===== config.mk =====
export PLATFORM = sky130hd
export DESIGN_NAME = nibble_bank_ctrl
export DESIGN_NICKNAME = d
export VERILOG_FILES = /design/src/rtl/nbc_pkg.sv /design/src/rtl/nbc_strobe_fsm.sv /design/src/rtl/nbc_regs.sv /design/src/rtl/nbc_nibble_ram.sv /design/src/rtl/nibble_bank_ctrl.sv
export SDC_FILE = /design/constraint.sdc
export NUM_CORES = 2
export LEC_CHECK = 0
export ABC_AREA = 1
export ABC_CLOCK_PERIOD_IN_PS = 6800
export BUFFER_PORTS_ARGS = -buffer_cell sky130_fd_sc_hd__buf_2
export CAP_MARGIN = 5
export CORE_UTILIZATION = 40
export CTS_CLUSTER_SIZE = 14
export DETAILED_ROUTE_END_ITERATION = 7
export HOLD_SLACK_MARGIN = 0.03
export PLACE_DENSITY_LB_ADDON = 0.08
export SYNTH_ARGS = -nofsm -noshare
export SYNTH_HDL_FRONTEND = slang
export SYNTH_SLANG_ARGS = --single-unit

===== constraint.sdc =====
create_clock -name clk -period 6.8 [get_ports clk]
set_input_delay 1.02 -clock clk [delete_from_list [all_inputs] [get_ports clk]]
set_output_delay 1.02 -clock clk [all_outputs]
set_load 0.05 [all_outputs]

===== src/rtl/nbc_pkg.sv =====
package nbc_pkg;
    localparam int HI_W    = 2;
    localparam int DATA_W  = 4;
    localparam int RAM_AW  = 9;
    localparam logic [HI_W-1:0]   REG_WIN  = 2'b00;
    localparam logic [HI_W-1:0]   RAM_WIN  = 2'b10;
    localparam logic [DATA_W-1:0] GATE_KEY = 4'hA;

    typedef enum logic [1:0] {
        ST_IDLE,
        ST_STROBE,
        ST_COMMIT
    } wr_state_e;
endpackage


===== src/rtl/nbc_strobe_fsm.sv =====
module nbc_strobe_fsm
    import nbc_pkg::*;
#(
    parameter int AW = 11,
    parameter int DW = 4
) (
    input  logic          clk,
    input  logic          rst_n,
    input  logic          wr_n,
    input  logic          cs_n,
    input  logic [AW-1:0] addr,
    input  logic [DW-1:0] din,
    output logic          commit,
    output logic [AW-1:0] c_addr,
    output logic [DW-1:0] c_data,
    output logic          c_cs_n
);
    wr_state_e state, state_nx;

    always_ff @(posedge clk or negedge rst_n) begin
        if (!rst_n) state <= ST_IDLE;
        else        state <= state_nx;
    end

    always_comb begin
        state_nx = state;
        unique case (state)
            ST_IDLE:   if (!wr_n) state_nx = ST_STROBE;
            ST_STROBE: if (wr_n)  state_nx = ST_COMMIT;
            ST_COMMIT: state_nx = wr_n ? ST_IDLE : ST_STROBE;
            default:   state_nx = ST_IDLE;
        endcase
    end

    always_comb commit = (state == ST_COMMIT);

    always_ff @(posedge clk or negedge rst_n) begin
        if (!rst_n) begin
            c_addr <= '0;
            c_data <= '0;
            c_cs_n <= 1'b1;
        end else if (!wr_n) begin
            c_addr <= addr;
            c_data <= din;
            c_cs_n <= cs_n;
        end
    end

    AST_COMMIT_SINGLE: assert property (@(posedge clk) disable iff (!rst_n)
        commit |=> !commit);
    AST_COMMIT_FROM_STROBE: assert property (@(posedge clk) disable iff (!rst_n)
        commit |-> $past(state == ST_STROBE) && $past(wr_n));
endmodule


===== src/rtl/nbc_regs.sv =====
module nbc_regs
    import nbc_pkg::*;
#(
    parameter int HW = 2,
    parameter int DW = 4
) (
    input  logic          clk,
    input  logic          rst_n,
    input  logic          commit,
    input  logic [HW-1:0] c_hi,
    input  logic          c_sel,
    input  logic [DW-1:0] c_data,
    output logic          ram_on,
    output logic [DW-1:0] bank_q
);
    logic [DW-1:0] gate_q;
    logic          hit;

    always_comb hit = commit && (c_hi == REG_WIN);

    always_ff @(posedge clk or negedge rst_n) begin
        if (!rst_n) begin
            gate_q <= '0;
            bank_q <= '0;
        end else if (hit) begin
            if (c_sel) bank_q <= c_data;
            else       gate_q <= c_data;
        end
    end

    always_comb ram_on = (gate_q == GATE_KEY);

    AST_BANK_LOAD: assert property (@(posedge clk) disable iff (!rst_n)
        (commit && c_hi == REG_WIN && c_sel) |=> bank_q == $past(c_data));
    AST_GATE_LOAD: assert property (@(posedge clk) disable iff (!rst_n)
        (commit && c_hi == REG_WIN && !c_sel) |=> ram_on == ($past(c_data) == GATE_KEY));
    AST_BANK_HOLD: assert property (@(posedge clk) disable iff (!rst_n)
        !(commit && c_hi == REG_WIN) |=> $stable(bank_q));
endmodule


===== src/rtl/nbc_nibble_ram.sv =====
module nbc_nibble_ram #(
    parameter int AW = 9,
    parameter int DW = 4
) (
    input  logic          clk,
    input  logic          we,
    input  logic [AW-1:0] waddr,
    input  logic [DW-1:0] wdata,
    input  logic [AW-1:0] raddr,
    output logic [DW-1:0] rdata
);
    localparam int DEPTH = 1 << AW;
    logic [DW-1:0] mem [DEPTH];

    always_ff @(posedge clk) begin
        if (we) mem[waddr] <= wdata;
    end

    always_comb rdata = mem[raddr];
endmodule


===== src/rtl/nibble_bank_ctrl.sv =====
module nibble_bank_ctrl
    import nbc_pkg::*;
#(
    parameter int AH_W = HI_W,
    parameter int AL_W = RAM_AW,
    parameter int DW   = DATA_W
) (
    input  logic            clk,
    input  logic            rst_n,
    input  logic            rd_n,
    input  logic            wr_n,
    input  logic            cs_n,
    input  logic [AH_W-1:0] addr_hi,
    input  logic [AL_W-1:0] addr_lo,
    input  logic [DW-1:0]   data_in,
    output logic [DW-1:0]   data_out,
    output logic            data_oe,
    output logic [DW-1:0]   rom_bank,
    output logic            rom_cs_n
);
    localparam int AW  = AH_W + AL_W;
    localparam int SEL = AL_W - 1;

    logic            commit, c_cs_n, ram_on, ram_we;
    logic [AW-1:0]   c_addr;
    logic [DW-1:0]   c_data, bank_q, rdata;

    nbc_strobe_fsm #(.AW(AW), .DW(DW)) u_fsm (
        .clk(clk), .rst_n(rst_n), .wr_n(wr_n), .cs_n(cs_n),
        .addr({addr_hi, addr_lo}), .din(data_in),
        .commit(commit), .c_addr(c_addr), .c_data(c_data), .c_cs_n(c_cs_n)
    );

    nbc_regs #(.HW(AH_W), .DW(DW)) u_regs (
        .clk(clk), .rst_n(rst_n), .commit(commit),
        .c_hi(c_addr[AW-1:AL_W]), .c_sel(c_addr[SEL]), .c_data(c_data),
        .ram_on(ram_on), .bank_q(bank_q)
    );

    always_comb ram_we = commit && !c_cs_n && ram_on &&
                         (c_addr[AW-1:AL_W] == RAM_WIN);

    nbc_nibble_ram #(.AW(AL_W), .DW(DW)) u_ram (
        .clk(clk), .we(ram_we), .waddr(c_addr[AL_W-1:0]), .wdata(c_data),
        .raddr(addr_lo), .rdata(rdata)
    );

    always_comb begin
        data_oe  = !rd_n && !cs_n && ram_on && (addr_hi == RAM_WIN);
        data_out = data_oe ? rdata : '0;
        rom_cs_n = !(!rd_n && !addr_hi[AH_W-1]);
        if (!addr_hi[0])       rom_bank = '0;
        else if (bank_q == '0) rom_bank = DW'(1);
        else                   rom_bank = bank_q;
    end

    AST_OE_GATED: assert property (@(posedge clk) disable iff (!rst_n)
        data_oe |-> ram_on && !rd_n && !cs_n);
    AST_UPPER_NONZERO: assert property (@(posedge clk) disable iff (!rst_n)
        addr_hi[0] |-> rom_bank != '0);
    AST_LOWER_ZERO: assert property (@(posedge clk) disable iff (!rst_n)
        !addr_hi[0] |-> rom_bank == '0);
    AST_ROMCS_READ: assert property (@(posedge clk) disable iff (!rst_n)
        !rom_cs_n |-> !rd_n && !addr_hi[AH_W-1]);
endmodule


; ---- After elaboration in Yosys (flattened, before gate mapping)
; Memories as Yosys holds them, arrays and structs flattened.
; Cells that the tools add are included.
[op_classes]
mux = 9
reduce_logical = 19
n_eq_ne = 7
bitwise = 1
[op_table]
columns = operator, n
row1 = 2-to-1 mux 4 bit, 3
row2 = logical AND 1 bit, 8
row3 = "== test 2 bit, second input constant", 3
row4 = case mux 2 bit (3 select lines), 1
row5 = AND reduction 2 bit, 3
row6 = zero test 1 bit, 5
row7 = "== test 4 bit, second input constant", 1
row8 = zero test 2 bit, 2
row9 = zero test 4 bit, 1
row10 = 2-to-1 mux 2 bit, 2
row11 = "inequality test 2 bit, second input constant", 2
row12 = 2-to-1 mux 1 bit, 3
row13 = "== test 2 x 1 -> 1 bit, second input constant", 1
row14 = inverter 1 bit, 1
[totals]
memories = 1
register_bits = 26
ramBits = 2048
wordCells = 43
out_inout_bits = 10
[mem_list]
columns = memory, depth, width, read_ports, rd_clocked_by_memory_dff, write_ports, line
row1 = u_ram.mem, 512, 4, 1, 0, 1, nbc_nibble_ram.sv:13  ; logic [DW-1:0] mem [DEPTH];

; ---- Longest topological paths before layout
[depth]
ltp_word = 6
ltp_mapped = 15
ltp_nobuf = 11

; ---- Modules after synthesis
; A second synthesis with hierarchy kept.
[unflattened]
hier_cells = 7431
area_unflattened_um2 = 85519.5
[by_module_without_submodules]
columns = mod, cells_per_inst, area_each_um2, instances
row1 = nbc_nibble_ram, 7288, 84323.4, 1
row2 = nbc_strobe_fsm, 75, 715.7, 1
row3 = nbc_regs, 39, 349.1, 1
row4 = nibble_bank_ctrl, 29, 131.4, 1

; ---- Worst setup path after synthesis
; Ideal clock, no wire load.
[synth_timing]
path_kind = reg2reg
from = register u_fsm.c_data[0]
to = memory u_ram.mem[0][0], data pin
slack_ns = -0.669
setup_time_ns = 1.404
path_buffers = 0
path_stages_with_launch = 1
arrival_ns = 6.064
path_cell_list = dfrtp_1
[synth_lines]
columns = element, line
row1 = "start, declared", nbc_strobe_fsm.sv:15  ; output logic [DW-1:0] c_data,
row2 = "start signal, assigned", nbc_strobe_fsm.sv:44  ; c_data <= din;
row3 = "end, declared", nbc_nibble_ram.sv:13
; No word-level cell before the write port.

; ---- Worst setup path in the final report
[layout_timing]
from = input port addr_lo[0]
to = output port data_out[3]
[layout_between]
elab_chain_len = 2
[layout_lines]
columns = element, line
row1 = "start, declared", nibble_bank_ctrl.sv:14  ; input logic [AL_W-1:0] addr_lo,
row2 = memory (512 x 4 bit), n/a
row3 = 2-to-1 mux 4 bit, nibble_bank_ctrl.sv:50  ; data_out = data_oe ? rdata : '0;
row4 = "end, declared", nibble_bank_ctrl.sv:16  ; output logic [DW-1:0] data_out,
; Every way passes these cells.

==> reports/results.tsv <==
metric	value	unit
via_count	55600	
layout_setup_ws	1.01	ns
r2r_start	u_regs.gate_q[0]	
setup_violations	0	
leakagePower	0.0325	uW
grt_start_max_net_pins	169	
clk_path_buf_depth	3	
fin_crit_sh	85.1	%
netlist_instances	7392	
status	finished, final reports clean	
slowest_delay	0.83	ns
place_ws	1.02	ns
maxSlewViolCount	0	
core-area	212000	um2
postCtsSetupRepairBufs	0	
cp_num_cells	13	
drv_cap	0	
cts-root-buf	clkbuf_16	
place.gp.congestion	0.798	
crit_buf_inv	3	
worstPathCellList	buf_8 -> buf_4 -> nand2_1 -> nand3_1 -> nand3_1 -> nand3_1 -> nand3_1 -> nand3_1 -> nand3_1 -> nand3_1 -> nand3_1 -> a21oi_1 -> buf_12	
antenna_found_initial	7	
dpl_cell_area	88100	um2
finalHoldViolations	0	
rows	169	
synthXorXnorAreaFrac	0	%
cp.required	5.78	ns
rrSetupSlack	2.73	ns
hpwl	137	mm
wl_per_cell	24.5	um
fin_skew	0.0497	ns
grt_util_all_layers	23.1	%
htree_levels	4	
routed_wl	250	mm
start_util	40.3	%
die_w	464	um
critPathTopFamily	buffers and inverters	
drive_gt1_share	6.21	%
synth_top_family_by_area	simple AND/OR/NAND/NOR gates	
worstSetupPathType	in2out	
drt-vias-per-instance	5.44	
grt_pass1_vias	55500	
yosysSeqAreaShare	72.8	%
crit_start	addr_lo[0]	
cts_buffers	222	
route.detailed.drc	0	
first_pass_iters	6	
hold_buffers	0	
cp_max_fo	89	
ys_types	24	
irDropWorstVdd	309	uV
power_density	291	nW/um2
avgSynthCellArea	11.6	um2
final_nets	7239	
clock_latency	0.86	ns
synth_fa_ha_area_share	0	%
ant_nets	0	
hold_class	in2async	
boundaryPins	30	
design_area	94900	um2
die_area	215000	um2
drt-initial-drc-count	5388	
fmax	173	MHz
cp_slowest_cell	buf_4	
grt_overflow_total	0	
endpoint_kind	primary output	
ys_seq_elements	2074	
synthMuxAreaShare	0	%
ctsResizeCount	0	
worstMarginPinSlew	1.14	ns
cp.arrival	4.77	ns
setup-tns-final	0	ns
rsz0062_at_grt	false	
crit_path_frequent_cell	nand3_1	
cp-endpoint	data_out[3]	
syn_nets	7412	
synth_simple_gate_area_share	23.8	%
synthToLayoutAreaGrowth	11.1	%
grt_pass1_wl	371	mm
cp-start-kind	primary input	
path_clk_slew	0.06	ns
clock_sink_count	2074	
cts_tree	done	
die_height	464	um
regToRegEndpoint	u_ram.mem[210][1]	
min_period	5.79	ns
syn_area	85400	um2
ys.warnings.count	0	
port_buffers	29	
rr_worst_depth	9	
synth_compound_area_share	0.167	%
max_slew_margin	24.0	%
## kinds of logic after synthesis
family                 count (synthesis)
flip-flops                          2074
AO/OA/AOI/OAI                         28
AND/OR/NAND/NOR                     4718
buffers and inverters                572
## placed cells by master, fill, tap and decap left out, drive strengths merged
master    count
nor3         12
o21ai        22
a21oi         5
buf         139
clkinvlp      3
nor2        521
nor3b         1
inv          40
or2           1
dfstp         1
nand3      2049
clkinv       92
nand2      2131
dfrtp        25
edfxtp     2048
nor4          3
diode         2
o21a          1
clkbuf      297
bufinv       12
## per-stage QoR
step | total power [uW] | utilization [%] | hold WS (ns) | std cells
2_1_floorplan | 15700 | - | 0.420 | 7392
4_1_cts | 27900 | 44.7 | 0.153 | 10200
3_5_place_dp | 16400 | 41.5 | 0.438 | 9816
6_report | 27600 | 44.7 | 0.196 | 10200
5_1_grt | 28500 | 44.7 | 0.210 | 10200
3_3_place_gp | 16400 | 41.5 | 0.433 | 9816
## power by group
group          leakage [uW]  internal, uW  switching (uW)
sequential           0.0188         14200            60.6
clock               0.00332          6530            4960
combinational        0.0103           389            1460
total                0.0325         21100            6480
## how the worst min path moves through the flow
stage,from,end,depth (start not counted)
after floorplan,u_fsm.state[0],u_fsm.state[0],1
after global placement,u_fsm.state[0],u_fsm.state[0],1
after detailed placement,u_fsm.state[0],u_fsm.state[0],1
after CTS,rst_n,u_fsm.c_data[0],1
after global routing,rst_n,u_fsm.c_data[0],1
final,rst_n,u_fsm.c_data[0],1
## worst register-to-register path: stages (launching register included)
cell and delay, ns:
dfrtp_1 0.39, nor3_2 0.23, nor3b_1 0.21, nand2_1 0.07, buf_4 0.21, nor2_1 0.46, inv_1 0.16, nor3_2 0.62
nand2_1 0.75, nor2_1 0.59
## sequential cells by signal, summed over array words and instances (netlist names)
signal         count
u_fsm.c_addr      11
u_fsm.c_cs_n       1
u_fsm.c_data       4
u_fsm.state        2
u_ram.mem       2048
u_regs.bank_q      4
u_regs.gate_q      4
## layer usage
metal	vias up	part of all wire, %	track usage (%)
met3	328	5.2	2.76
met4	0	2.5	6.42
li1	25800	-	-
met1	27800	45	32.5
met5	-	0	0
met2	1611	47	37.8
## synthesized netlist by cell type
cell type / number / area share (%)
nor4_1: 1 / 0.0073
dfrtp_1: 25 / 0.73
nor3_2: 4 / 0.047
o21ai_0: 22 / 0.13
nor4_4: 2 / 0.050
nand2_1: 2131 / 9.4
clkinv_1: 3 / 0.013
o21a_1: 1 / 0.0088
buf_2: 291 / 1.7
clkinv_2: 1 / 0.0059
buf_1: 48 / 0.21
nor3_1: 8 / 0.047
dfstp_2: 1 / 0.031
a21oi_1: 5 / 0.029
buf_6: 21 / 0.28
inv_1: 31 / 0.14
clkbuf_1: 150 / 0.66
or2_2: 1 / 0.0073
buf_4: 26 / 0.23
nor3b_1: 1 / 0.0088
edfxtp_1: 2048 / 72
nand3_1: 2049 / 12
nor2_1: 521 / 2.3
inv_2: 1 / 0.0044
## layout make-up
cell class | count | area (um2)
antenna | 2 | 5.00
timing repair buffer | 139 | 1580
tap | 2821 | 3530
clock inverter | 111 | 906
multi-input combinational | 4746 | 20600
fill | 19700 | 117000
clock buffer | 297 | 5920
inverter | 36 | 173
sequential | 2074 | 62200
(Power assumes the default switching activity.)
